## src/rtl/tcw_pkg.sv

```systemverilog
package tcw_pkg;
  typedef enum logic [1:0] {REPL_LRU, REPL_FIFO, REPL_RAND} repl_e;
  typedef enum logic [1:0] {ST_IDLE, ST_FREQ, ST_FDATA, ST_RESP} st_e;
endpackage

```

## src/rtl/tcw_lfsr.sv

```systemverilog
module tcw_lfsr #(
  parameter int W = 8,
  parameter logic [W-1:0] TAPS = 8'hB8,
  parameter logic [W-1:0] SEED = 8'h5A
) (
  input  logic clk,
  input  logic rst_n,
  output logic bit_o
);
  logic [W-1:0] s_q;

  always_ff @(posedge clk or negedge rst_n) begin
    if (!rst_n) s_q <= SEED;
    else        s_q <= {1'b0, s_q[W-1:1]} ^ (s_q[0] ? TAPS : '0);
  end

  assign bit_o = s_q[0];

  AST_LFSR_ALIVE: assert property (@(posedge clk) disable iff (!rst_n) s_q != '0);
endmodule

```

## src/rtl/tcw_way_store.sv

```systemverilog
module tcw_way_store #(
  parameter int TAG_W      = 8,
  parameter int WORD_W     = 32,
  parameter int SETS       = 2,
  parameter int LINE_WORDS = 2,
  localparam int IDX_W     = (SETS > 1) ? $clog2(SETS) : 1,
  localparam int WSEL_W    = (LINE_WORDS > 1) ? $clog2(LINE_WORDS) : 1
) (
  input  logic                         clk,
  input  logic                         rst_n,
  input  logic [IDX_W-1:0]             lk_idx,
  input  logic [TAG_W-1:0]             lk_tag,
  output logic                         lk_hit,
  output logic                         lk_valid,
  output logic [LINE_WORDS*WORD_W-1:0] lk_line,
  input  logic                         wr_en,
  input  logic [IDX_W-1:0]             wr_idx,
  input  logic [WSEL_W-1:0]            wr_wsel,
  input  logic [WORD_W-1:0]            wr_data,
  input  logic                         fin_en,
  input  logic [TAG_W-1:0]             fin_tag
);
  logic [TAG_W-1:0]  tag_q [SETS];
  logic [SETS-1:0]   vld_q;
  logic [WORD_W-1:0] dat_q [SETS][LINE_WORDS];

  always_ff @(posedge clk or negedge rst_n) begin
    if (!rst_n) begin
      vld_q <= '0;
      for (int s = 0; s < SETS; s++) tag_q[s] <= '0;
    end else if (fin_en) begin
      vld_q[wr_idx] <= 1'b1;
      tag_q[wr_idx] <= fin_tag;
    end
  end

  always_ff @(posedge clk) begin
    if (wr_en) dat_q[wr_idx][wr_wsel] <= wr_data;
  end

  assign lk_valid = vld_q[lk_idx];
  assign lk_hit   = vld_q[lk_idx] && (tag_q[lk_idx] == lk_tag);

  for (genvar w = 0; w < LINE_WORDS; w++) begin : g_rd
    assign lk_line[w*WORD_W +: WORD_W] = dat_q[lk_idx][w];
  end

  AST_FIN_WITH_BEAT: assert property (@(posedge clk) disable iff (!rst_n) fin_en |-> wr_en);
endmodule

```

## src/rtl/tcw_repl.sv

```systemverilog
module tcw_repl #(
  parameter int SETS = 2,
  parameter tcw_pkg::repl_e POLICY = tcw_pkg::REPL_LRU,
  localparam int IDX_W = (SETS > 1) ? $clog2(SETS) : 1
) (
  input  logic             clk,
  input  logic             rst_n,
  input  logic [IDX_W-1:0] rd_idx,
  input  logic             vld0,
  input  logic             vld1,
  input  logic             rnd,
  input  logic             upd_hit,
  input  logic             hit_way,
  input  logic [IDX_W-1:0] hit_idx,
  input  logic             upd_fill,
  input  logic             fill_way,
  input  logic [IDX_W-1:0] fill_idx,
  output logic             victim
);
  logic pol_pick;

  if (POLICY == tcw_pkg::REPL_LRU) begin : g_lru
    logic [SETS-1:0] old_q;
    always_ff @(posedge clk or negedge rst_n) begin
      if (!rst_n) old_q <= '0;
      else begin
        if (upd_hit)  old_q[hit_idx]  <= ~hit_way;
        if (upd_fill) old_q[fill_idx] <= ~fill_way;
      end
    end
    assign pol_pick = old_q[rd_idx];
  end else if (POLICY == tcw_pkg::REPL_FIFO) begin : g_fifo
    logic [SETS-1:0] ptr_q;
    always_ff @(posedge clk or negedge rst_n) begin
      if (!rst_n) ptr_q <= '0;
      else if (upd_fill) ptr_q[fill_idx] <= ~fill_way;
    end
    assign pol_pick = ptr_q[rd_idx];
  end else begin : g_rand
    assign pol_pick = rnd;
  end

  always_comb begin
    if (!vld0)      victim = 1'b0;
    else if (!vld1) victim = 1'b1;
    else            victim = pol_pick;
  end

  AST_NO_DUAL_UPD: assert property (@(posedge clk) disable iff (!rst_n) !(upd_hit && upd_fill));
endmodule

```

## src/rtl/twoway_rd_cache.sv

```systemverilog
module twoway_rd_cache #(
  parameter int ADDR_W     = 12,
  parameter int WORD_W     = 32,
  parameter int LINE_WORDS = 2,
  parameter int SETS       = 2,
  parameter int CNT_W      = 16,
  parameter tcw_pkg::repl_e POLICY = tcw_pkg::REPL_LRU,
  parameter logic [7:0] LFSR_SEED = 8'h5A,
  localparam int BYTE_W    = $clog2(WORD_W / 8),
  localparam int WSEL_W    = (LINE_WORDS > 1) ? $clog2(LINE_WORDS) : 1,
  localparam int IDX_W     = (SETS > 1) ? $clog2(SETS) : 1,
  localparam int TAG_W     = ADDR_W - IDX_W - WSEL_W - BYTE_W,
  localparam int LINE_A_W  = TAG_W + IDX_W
) (
  input  logic                clk,
  input  logic                rst_n,
  input  logic                req_valid,
  output logic                req_ready,
  input  logic [ADDR_W-1:0]   req_addr,
  output logic                rsp_valid,
  input  logic                rsp_ready,
  output logic [WORD_W-1:0]   rsp_data,
  output logic                rsp_hit,
  output logic                rsp_way,
  output logic                mem_req_valid,
  input  logic                mem_req_ready,
  output logic [LINE_A_W-1:0] mem_req_line,
  input  logic                mem_rsp_valid,
  output logic                mem_rsp_ready,
  input  logic [WORD_W-1:0]   mem_rsp_data,
  output logic [CNT_W-1:0]    hit_count,
  output logic [CNT_W-1:0]    miss_count
);
  import tcw_pkg::*;

  localparam int WAYS = 2;

  st_e st_q;
  logic [TAG_W-1:0]  a_tag_q;
  logic [IDX_W-1:0]  a_idx_q;
  logic [WSEL_W-1:0] a_wsel_q;
  logic [WSEL_W-1:0] beat_q;
  logic              vict_q;
  logic [WORD_W-1:0] data_q;
  logic              hit_q, way_q;

  logic [TAG_W-1:0]  req_tag;
  logic [IDX_W-1:0]  req_idx;
  logic [WSEL_W-1:0] req_wsel;
  logic              accept, any_hit, hway, victim, rnd_bit;
  logic              beat_fire, last_beat;
  logic [WAYS-1:0]   hit_w, vld_w;
  logic [LINE_WORDS*WORD_W-1:0] line_w [WAYS];

  assign req_tag  = req_addr[ADDR_W-1 -: TAG_W];
  assign req_idx  = req_addr[BYTE_W + WSEL_W +: IDX_W];
  assign req_wsel = req_addr[BYTE_W +: WSEL_W];

  assign req_ready     = (st_q == ST_IDLE);
  assign rsp_valid     = (st_q == ST_RESP);
  assign mem_req_valid = (st_q == ST_FREQ);
  assign mem_rsp_ready = (st_q == ST_FDATA);
  assign mem_req_line  = {a_tag_q, a_idx_q};
  assign rsp_data      = data_q;
  assign rsp_hit       = hit_q;
  assign rsp_way       = way_q;

  assign accept    = req_ready && req_valid;
  assign any_hit   = |hit_w;
  assign hway      = hit_w[1];
  assign beat_fire = mem_rsp_ready && mem_rsp_valid;
  assign last_beat = (beat_q == WSEL_W'(LINE_WORDS - 1));

  for (genvar g = 0; g < WAYS; g++) begin : g_way
    tcw_way_store #(
      .TAG_W(TAG_W), .WORD_W(WORD_W), .SETS(SETS), .LINE_WORDS(LINE_WORDS)
    ) u_store (
      .clk      (clk),
      .rst_n    (rst_n),
      .lk_idx   (req_idx),
      .lk_tag   (req_tag),
      .lk_hit   (hit_w[g]),
      .lk_valid (vld_w[g]),
      .lk_line  (line_w[g]),
      .wr_en    (beat_fire && (vict_q == 1'(g))),
      .wr_idx   (a_idx_q),
      .wr_wsel  (beat_q),
      .wr_data  (mem_rsp_data),
      .fin_en   (beat_fire && last_beat && (vict_q == 1'(g))),
      .fin_tag  (a_tag_q)
    );
  end

  tcw_lfsr #(.W(8), .TAPS(8'hB8), .SEED(LFSR_SEED)) u_lfsr (
    .clk   (clk),
    .rst_n (rst_n),
    .bit_o (rnd_bit)
  );

  tcw_repl #(.SETS(SETS), .POLICY(POLICY)) u_repl (
    .clk      (clk),
    .rst_n    (rst_n),
    .rd_idx   (req_idx),
    .vld0     (vld_w[0]),
    .vld1     (vld_w[1]),
    .rnd      (rnd_bit),
    .upd_hit  (accept && any_hit),
    .hit_way  (hway),
    .hit_idx  (req_idx),
    .upd_fill (beat_fire && last_beat),
    .fill_way (vict_q),
    .fill_idx (a_idx_q),
    .victim   (victim)
  );

  always_ff @(posedge clk or negedge rst_n) begin
    if (!rst_n) begin
      st_q       <= ST_IDLE;
      a_tag_q    <= '0;
      a_idx_q    <= '0;
      a_wsel_q   <= '0;
      beat_q     <= '0;
      vict_q     <= 1'b0;
      data_q     <= '0;
      hit_q      <= 1'b0;
      way_q      <= 1'b0;
      hit_count  <= '0;
      miss_count <= '0;
    end else begin
      unique case (st_q)
        ST_IDLE: if (accept) begin
          a_tag_q  <= req_tag;
          a_idx_q  <= req_idx;
          a_wsel_q <= req_wsel;
          if (any_hit) begin
            data_q    <= line_w[hway][req_wsel*WORD_W +: WORD_W];
            hit_q     <= 1'b1;
            way_q     <= hway;
            hit_count <= hit_count + 1'b1;
            st_q      <= ST_RESP;
          end else begin
            vict_q     <= victim;
            miss_count <= miss_count + 1'b1;
            st_q       <= ST_FREQ;
          end
        end
        ST_FREQ: if (mem_req_ready) begin
          beat_q <= '0;
          st_q   <= ST_FDATA;
        end
        ST_FDATA: if (beat_fire) begin
          if (beat_q == a_wsel_q) data_q <= mem_rsp_data;
          beat_q <= beat_q + 1'b1;
          if (last_beat) begin
            hit_q <= 1'b0;
            way_q <= vict_q;
            st_q  <= ST_RESP;
          end
        end
        ST_RESP: if (rsp_ready) st_q <= ST_IDLE;
        default: st_q <= ST_IDLE;
      endcase
    end
  end

  AST_ONE_WAY_MATCH: assert property (@(posedge clk) disable iff (!rst_n) $onehot0(hit_w));
  AST_HIT_NEXT: assert property (@(posedge clk) disable iff (!rst_n)
    (accept && any_hit) |=> (rsp_valid && rsp_hit && !mem_req_valid));
  AST_MISS_FETCH: assert property (@(posedge clk) disable iff (!rst_n)
    (accept && !any_hit) |=> (mem_req_valid && mem_req_line == $past({req_tag, req_idx})));
  AST_RSP_HOLD: assert property (@(posedge clk) disable iff (!rst_n)
    (rsp_valid && !rsp_ready) |=> (rsp_valid && $stable(rsp_data) && $stable(rsp_hit) && $stable(rsp_way)));
  AST_MREQ_HOLD: assert property (@(posedge clk) disable iff (!rst_n)
    (mem_req_valid && !mem_req_ready) |=> (mem_req_valid && $stable(mem_req_line)));
  AST_REQ_BLOCKED: assert property (@(posedge clk) disable iff (!rst_n) rsp_valid |-> !req_ready);
  AST_CNT_SINGLE: assert property (@(posedge clk) disable iff (!rst_n)
    (hit_count != $past(hit_count)) |-> (miss_count == $past(miss_count)));
endmodule

```

## config.mk

```make
export PLATFORM = sky130hd
export DESIGN_NAME = twoway_rd_cache
export DESIGN_NICKNAME = d
export VERILOG_FILES = /design/src/rtl/tcw_pkg.sv /design/src/rtl/tcw_lfsr.sv /design/src/rtl/tcw_way_store.sv /design/src/rtl/tcw_repl.sv /design/src/rtl/twoway_rd_cache.sv
export SDC_FILE = /design/constraint.sdc
export NUM_CORES = 1
export LEC_CHECK = 0
export ABC_AREA = 1
export BUFFER_PORTS_ARGS = -buffer_cell sky130_fd_sc_hd__buf_2
export CAP_MARGIN = 5
export CORE_UTILIZATION = 54
export DETAILED_ROUTE_END_ITERATION = 8
export GPL_ROUTABILITY_DRIVEN = 0
export GPL_TIMING_DRIVEN = 1
export PLACE_DENSITY = 0.74
export SKIP_LAST_GASP = 1
export SLEW_MARGIN = 25
export SYNTH_ARGS = -nofsm -noshare
export SYNTH_HDL_FRONTEND = slang
export SYNTH_SLANG_ARGS = --single-unit
```

## constraint.sdc

```tcl
create_clock -name clk -period 4 [get_ports clk]
set_clock_uncertainty 0.2 [all_clocks]
set_input_delay 0.6 -clock clk [delete_from_list [all_inputs] [get_ports clk]]
set_output_delay 0.6 -clock clk [all_outputs]
set_load 0.02 [all_outputs]
```

==> results of run 1 <==
==> layout make-up <==
type	instances	area, µm²
fill	2295	10940
sequential	374	10640
multi-input combinational	956	5092
clock buffer	51	1051
timing repair buffer	154	967.2
tap	390	488.0
inverter	77	289.0
clock inverter	18	246.5
antenna	2	5.005
==> logic make-up (layout without fill, tap and decap cells) <==
logic type	after synthesis	count (layout)	synth area share [%]
simple gates	722	722	18.62
flops	374	374	65.15
buf+inv	147	300	4.030
mux	128	128	7.846
compound gates	71	71	2.337
xor+xnor	29	29	1.555
fa+ha+maj	6	6	0.4597
other cells	0	2	0
==> what timing repair did <==
item	CTS	global route
resized for setup	0	0
endpoints found under the hold margin	38	0
hold buffers	1	0
==> state kept, by name (all words and copies together), names as in the netlist <==
| signal | flops |
|---|---|
| a_idx_q | 1 |
| a_tag_q | 8 |
| a_wsel_q | 1 |
| beat_q | 1 |
| g_way.u_store.dat_q | 256 |
| g_way.u_store.tag_q | 32 |
| g_way.u_store.vld_q | 4 |
| hit_count | 16 |
| miss_count | 16 |
| rsp_data | 32 |
| rsp_hit | 1 |
| rsp_way | 1 |
| st_q | 2 |
| u_repl.g_lru.old_q | 2 |
| vict_q | 1 |
==> per-stage QoR <==
stage	area (µm²)	utilization, %	std cells	TNS [ns]	worst slack, ns
finish	18780	63.19	2022	0	1.124
global route	18770	63.18	2020	0	0.9405
CTS	18770	63.18	2020	0	1.147
detailed placement	17470	58.78	1950	0	0.6395
global placement	17470	58.78	1950	0	0.6865
floorplan	16330	-	1477	-10.92	-0.1707
==> power by group through the flow <==
stage / Clock, mW / Combinational (mW) / Sequential, mW
after floorplan: 0 / 1.51 / 5.28
after global placement: 0 / 2.56 / 5.04
after detailed placement: 0 / 2.64 / 5.06
after CTS: 3.73 / 2.66 / 4.99
after global routing: 3.88 / 2.94 / 5.04
final: 3.68 / 2.64 / 4.99
==> worst max-delay path by stage <==
stage / startpoint / to / slack [ns] / depth (start not counted)
floorplan: st_q[0] / g_way[1].u_store.dat_q[1][32] / -0.17 / 6
global placement: req_addr[3] / rsp_data[28] / 0.69 / 14
detailed placement: req_addr[3] / rsp_data[31] / 0.64 / 15
CTS: req_addr[3] / rsp_data[23] / 1.15 / 15
global route: req_addr[3] / rsp_data[23] / 0.94 / 15
finish: req_addr[3] / rsp_data[31] / 1.12 / 15
==> per-layer routing <==
layer | vias to the layer above | wire (µm)
li1 | 5315 | -
met3 | 74 | 2887
met1 | 5488 | 15380
met2 | 414 | 17930
met4 | 6 | 748
met5 | - | 36
==> worst max-delay path, delay by kind of cell <==
family        cells  cell delay (ns)
buf+inv           4             0.99
simple gates     11             1.49
==> cells in the final DEF (no fill, tap or decap), drive strengths merged <==
master and instances:
a2111oi 1, o21bai 1, nand3 205, nand3b 1, nor3 8, nor2 117
nor4 3, a21oi 6, xor2 17, nand2 381, buf 152, clkbuf 52
mux2i 128, or2 1, nor4b 1, o21ai 59, ha 6, dfrtp 118
o211ai 1, o22ai 2, clkinv 11, dlygate4sd3 1, nand4 5, bufinv 6
xnor2 12, edfxtp 256, inv 78, a32oi 1, diode 2
==> run_results.csv, run 1 <==
group,metric,value,unit
outcome,status,"finished, final reports clean",
route,drt-vias-per-instance,5.587,
grt,grt_max_degree,102,
logic_synthesis,syn-cell-area,16330,µm²
sta,drv_slew,0,
sta,hold_ws,0.1506,ns
clock_network,cts_tree,"yes",
power,power.density,602.4,nW/µm²
floorplan,die_w,175.9,µm
min_path,hp-class,"in2reg",
clock_network,cts.sinks,374,
setup_path,reg2reg_to,"g_way[0].u_store.dat_q[0][20]",
power,design_power_total,11.31,mW
power,p_int,7.717,mW
sta,clock.fmax,347.8,MHz
logic_synthesis,ys.flop_type,"edfxtp_1",
setup_path,crit_chain,"clkbuf_8 > inv_2 > nand2_1 > nand3_1 > nand2_1 > inv_1 > nand2_1 > nor2_1 > nand3_2 > nand3_2 > nand3_4 > buf_4 > nor2_1 > nand2_1 > nand2_1",
grt,met2_usage,40.48,%
logic_synthesis,synth_warnings,0,
setup_path,crit_required,4.25,ns
power,vdd_ir_drop_max,469.5,µV
clock_network,clkTransAtPathRegs,0.06,ns
grt,grtUsageTotal,24.28,%
sta,setup_viol_count_final,0,
logic_synthesis,synth_edf_count,256,
cells_and_area,fin_nets,1657,
floorplan,die-area,30940,µm²
place,port_buffers,126,
setup_path,reg2reg_from,"st_q[0]",
logic_synthesis,ys_top_cells_by_count,"380 x nand2_1, 256 x edfxtp_1, 201 x nand3_1, 128 x mux2i_1, 118 x dfrtp_1",
grt,met1_usage,32.47,%
setup_path,crit_slowest_cell,"buf_4",
setup_path,critPathLaunchType,"input pin",
cells_and_area,drive_gt1_share,13.99,%
floorplan,start_util,54.95,%
route,antenna_left,0,
route,firstDrtPassIters,5,
power,seqPwrFrac,44.1,%
logic_synthesis,yosysTopAreaCellShare,47.07,%
sta,fin_crit,2.876,ns
logic_synthesis,async_flop_share,31.55,%
route,drc,0,
clock_network,cts_max_level,2,
setup_path,cpMostUsedCell,"nand2_1",
sta,rsz0062_at_grt,"false",
logic_synthesis,synth.most_common_cell,"nand2_1",
flow_run,cap_violations,0,
place,dp_hpwl,21300,µm
power,power_leakage,8.113,nW
power,power.share.clock,32.5,%
floorplan,core-area,29720,µm²
logic_synthesis,synth_cells,1477,
power,power.switching,3.594,mW
setup_path,crit_fanout,54,
grt,grt_antenna_before_repair,6,
grt,overflow,0,
floorplan,die_h,175.9,µm
grt,grt_pass1_wl,57900,µm
clock_network,cts_buffer_depth,3,
setup_path,end_kind,"flip-flop",
logic_synthesis,ys_types,36,
min_path,hp-start,"mem_rsp_data[24]",
setup_path,crit_type,"in2reg",
logic_synthesis,synth_nets,1533,
route,drt_iter0_markers,1001,
route,wire_per_inst,18.29,µm
floorplan,rows,63,
clock_network,post-cts-setup-buffers,0,
route,vias,11300,
power,swShare,31.78,%
route,routed_wl,36990,µm
clock_network,insertion_delay,0.52,ns
setup_path,regToRegSetupSlack,1.18,ns
floorplan,io_pins,129,
clock_network,numCtsBuffers,38,
sta,worst_pin_slew,0.8454,ns
setup_path,rr_worst_depth,9,
setup_path,slowest_delay,0.40,ns
cells_and_area,area_delta_synth_final,14.99,%
min_path,whs_path_depth,1,
logic_synthesis,synth_top_area_cell,"edfxtp_1",
grt,use_met3,4.351,%
sta,period_share,71.89,%
clock_network,cts-root-buf,"clkbuf_16",
setup_path,arrival,3.13,ns
min_path,holdPathEnd,"g_way[0].u_store.dat_q[1][56]",
power,p_comb_share,23.4,%
logic_synthesis,synthTopCellsByArea,"edfxtp_1 47%, dfrtp_1 18%, nand2_1 8.7%",
sta,slew_headroom,42.18,%
grt,first_global_vias,10950,
logic_synthesis,yosysSeqAreaShare,65.15,%
logic_synthesis,ys_seq_elements,374,
grt,grt.busiest_layer,"met2",
sta,finalHoldViolCount,0,
logic_synthesis,avgSynthCellArea,11.06,µm²
(Power assumes the default switching activity.)
==> inputs of run 2 (changes only) <==
==> constraint.sdc (replaced) <==
create_clock -name clk -period 2.5 [get_ports clk]
set_clock_uncertainty 0.2 [all_clocks]
set_input_delay 0.375 -clock clk [delete_from_list [all_inputs] [get_ports clk]]
set_output_delay 0.375 -clock clk [all_outputs]
set_load 0.02 [all_outputs]
==> run_results.csv, run 2 (same netlist as run 1, synthesis figures left out) <==
group,metric,value,unit
outcome,status,"finished, final reports clean",
power,vdd_ir_drop_max,625.1,µV
route,routed_wl,36990,µm
floorplan,start_util,54.95,%
route,drc,0,
route,wire_per_inst,17.81,µm
floorplan,die_h,175.9,µm
cells_and_area,final_cell_mix,"377 x nand2_1, 256 x edfxtp_1, 201 x nand3_1, 128 x mux2i_1, 124 x buf_2",
cells_and_area,largest_reg_flops,256,
floorplan,die-area,30940,µm²
cells_and_area,regArea,10640,µm²
route,vias,11430,
route,drt-vias-per-instance,5.503,
sta,rsz0062_at_grt,"false",
sta,period_share,93.29,%
place,dp_hpwl,21980,µm
cells_and_area,area_delta_synth_final,18.59,%
power,power.density,921.1,nW/µm²
clock_network,clkTransAtPathRegs,0.06,ns
route,drt_iter0_markers,838,
clock_network,cts.sinks,374,
cells_and_area,fin_nets,1712,
setup_path,critPathLaunchType,"flip-flop",
clock_network,cts_tree,"yes",
sta,worst_pin_slew,0.7195,ns
power,design_power_total,17.84,mW
setup_path,arrival,2.36,ns
sta,finalHoldViolCount,0,
place,port_buffers,126,
route,antenna_left,0,
cells_and_area,largest_register,"g_way.u_store.dat_q",
sta,drv_slew,0,
min_path,hp-class,"in2reg",
clock_network,cts_buffer_depth,3,
grt,grt_pass1_wl,59240,µm
floorplan,io_pins,129,
route,firstDrtPassIters,7,
flow_run,cap_violations,0,
cells_and_area,multi_input_area,5139,µm²
setup_path,end_kind,"flip-flop",
cells_and_area,fill_cells,2203,
setup_path,crit_type,"reg2reg",
clock_network,numCtsBuffers,39,
grt,overflow,0,
grt,grt_max_degree,93,
cells_and_area,drive_gt1_share,15.13,%
grt,grtUsageTotal,24.60,%
clock_network,insertion_delay,0.53,ns
clock_network,cts-root-buf,"clkbuf_16",
floorplan,die_w,175.9,µm
setup_path,crit_fanout,8,
clock_network,cts_max_level,2,
floorplan,core-area,29720,µm²
power,power_leakage,8.375,nW
grt,grt_antenna_before_repair,2,
setup_path,crit_required,2.53,ns
grt,first_global_vias,11140,
cells_and_area,utilization,65.17,%
sta,clock.fmax,428.8,MHz
floorplan,rows,63,
sta,slew_headroom,52.03,%
sta,setup_viol_count_final,0,
sta,fin_crit,2.332,ns
sta,setup-tns-final,0,ns
cells_and_area,layout_commonest_cell,"nand2_1",
## run 2: cell count changes in the layout (fill, tap and decap cells not counted), moves of 3 or more
cell / before / now
buf_4: 19 / 25
nand2_2: 1 / 4
clkinv_2: 5 / 12
dlygate4sd3_1: 1 / 36
bufinv_16: 6 / 1
nor3_4: 0 / 3
nand2_1: 380 / 377
buf_12: 9 / 22
## run 2: timing repair
item                       in CTS  in global routing
setup endpoints to repair      34                106
pin swaps                       1                  0
hold endpoints to repair      289                  0
gates resized for setup         1                  3
hold buffers                   36                  0
setup buffers                   1                  0
## run 2: final timing paths
check	startpoint	endpoint	slack [ns]	cells past startpoint
setup / recovery	st_q[0]	g_way[0].u_store.dat_q[0][25]	0.17	9
hold / removal	req_addr[6]	a_tag_q[2]	0.01	3
setup reg to reg	st_q[0]	g_way[0].u_store.dat_q[0][25]	0.17	9
hold reg to reg	g_way[1].u_store.vld_q[1]	g_way[1].u_store.vld_q[1]	0.26	2
max in group asynchronous	rst_n	hit_count[15]	1.14	3
min in group asynchronous	rst_n	g_way[1].u_store.tag_q[2]	0.17	2
## run 2: critical path, cell delays in order (launching register included)
cell and delay (ns):
dfrtp_1 0.42, inv_2 0.10, ha_4 0.19, clkinv_2 0.12
nor3_4 0.23, inv_1 0.10, nor2_1 0.10, nand2_1 0.11
clkinvlp_4 0.23, buf_4 0.23
## run 2: metrics by stage
step	worst slack [ns]	instances	instance area [µm²]	hold WS (ns)
final	0.1676	2077	19370	0.01238
after global routing	0.02560	2076	19360	0.01224
after CTS	-0.02680	2075	19350	0.001217
after detailed placement	-0.1162	1968	17800	0.1773
after global placement	-0.05649	1968	17800	0.1745
after floorplan	-0.009259	1477	16390	-0.1206
## run 2: power by group
part / total [mW] / internal (mW) / switching, mW
registers: 7.98 / 7.47 / 0.510
logic: 4.52 / 1.52 / 3.00
clock network: 5.34 / 3.04 / 2.30
## run 2: layout make-up
type                            instances  area share (%)
Clock buffer                           50           5.356
Antenna cell                            2         0.02584
Timing Repair Buffer                  208           8.380
Clock inverter                         20          0.7236
Inverter                               77           1.518
Tap cell                              390           2.520
Sequential cell                       374           54.94
Multi-Input combinational cell        956           26.53
## run 2: metal layers
metal	global-route usage (%)	share of wire, %
met1	33.16	41
met4	7.174	2.0
met5	0	0
met3	3.766	7.1
met2	41.35	49
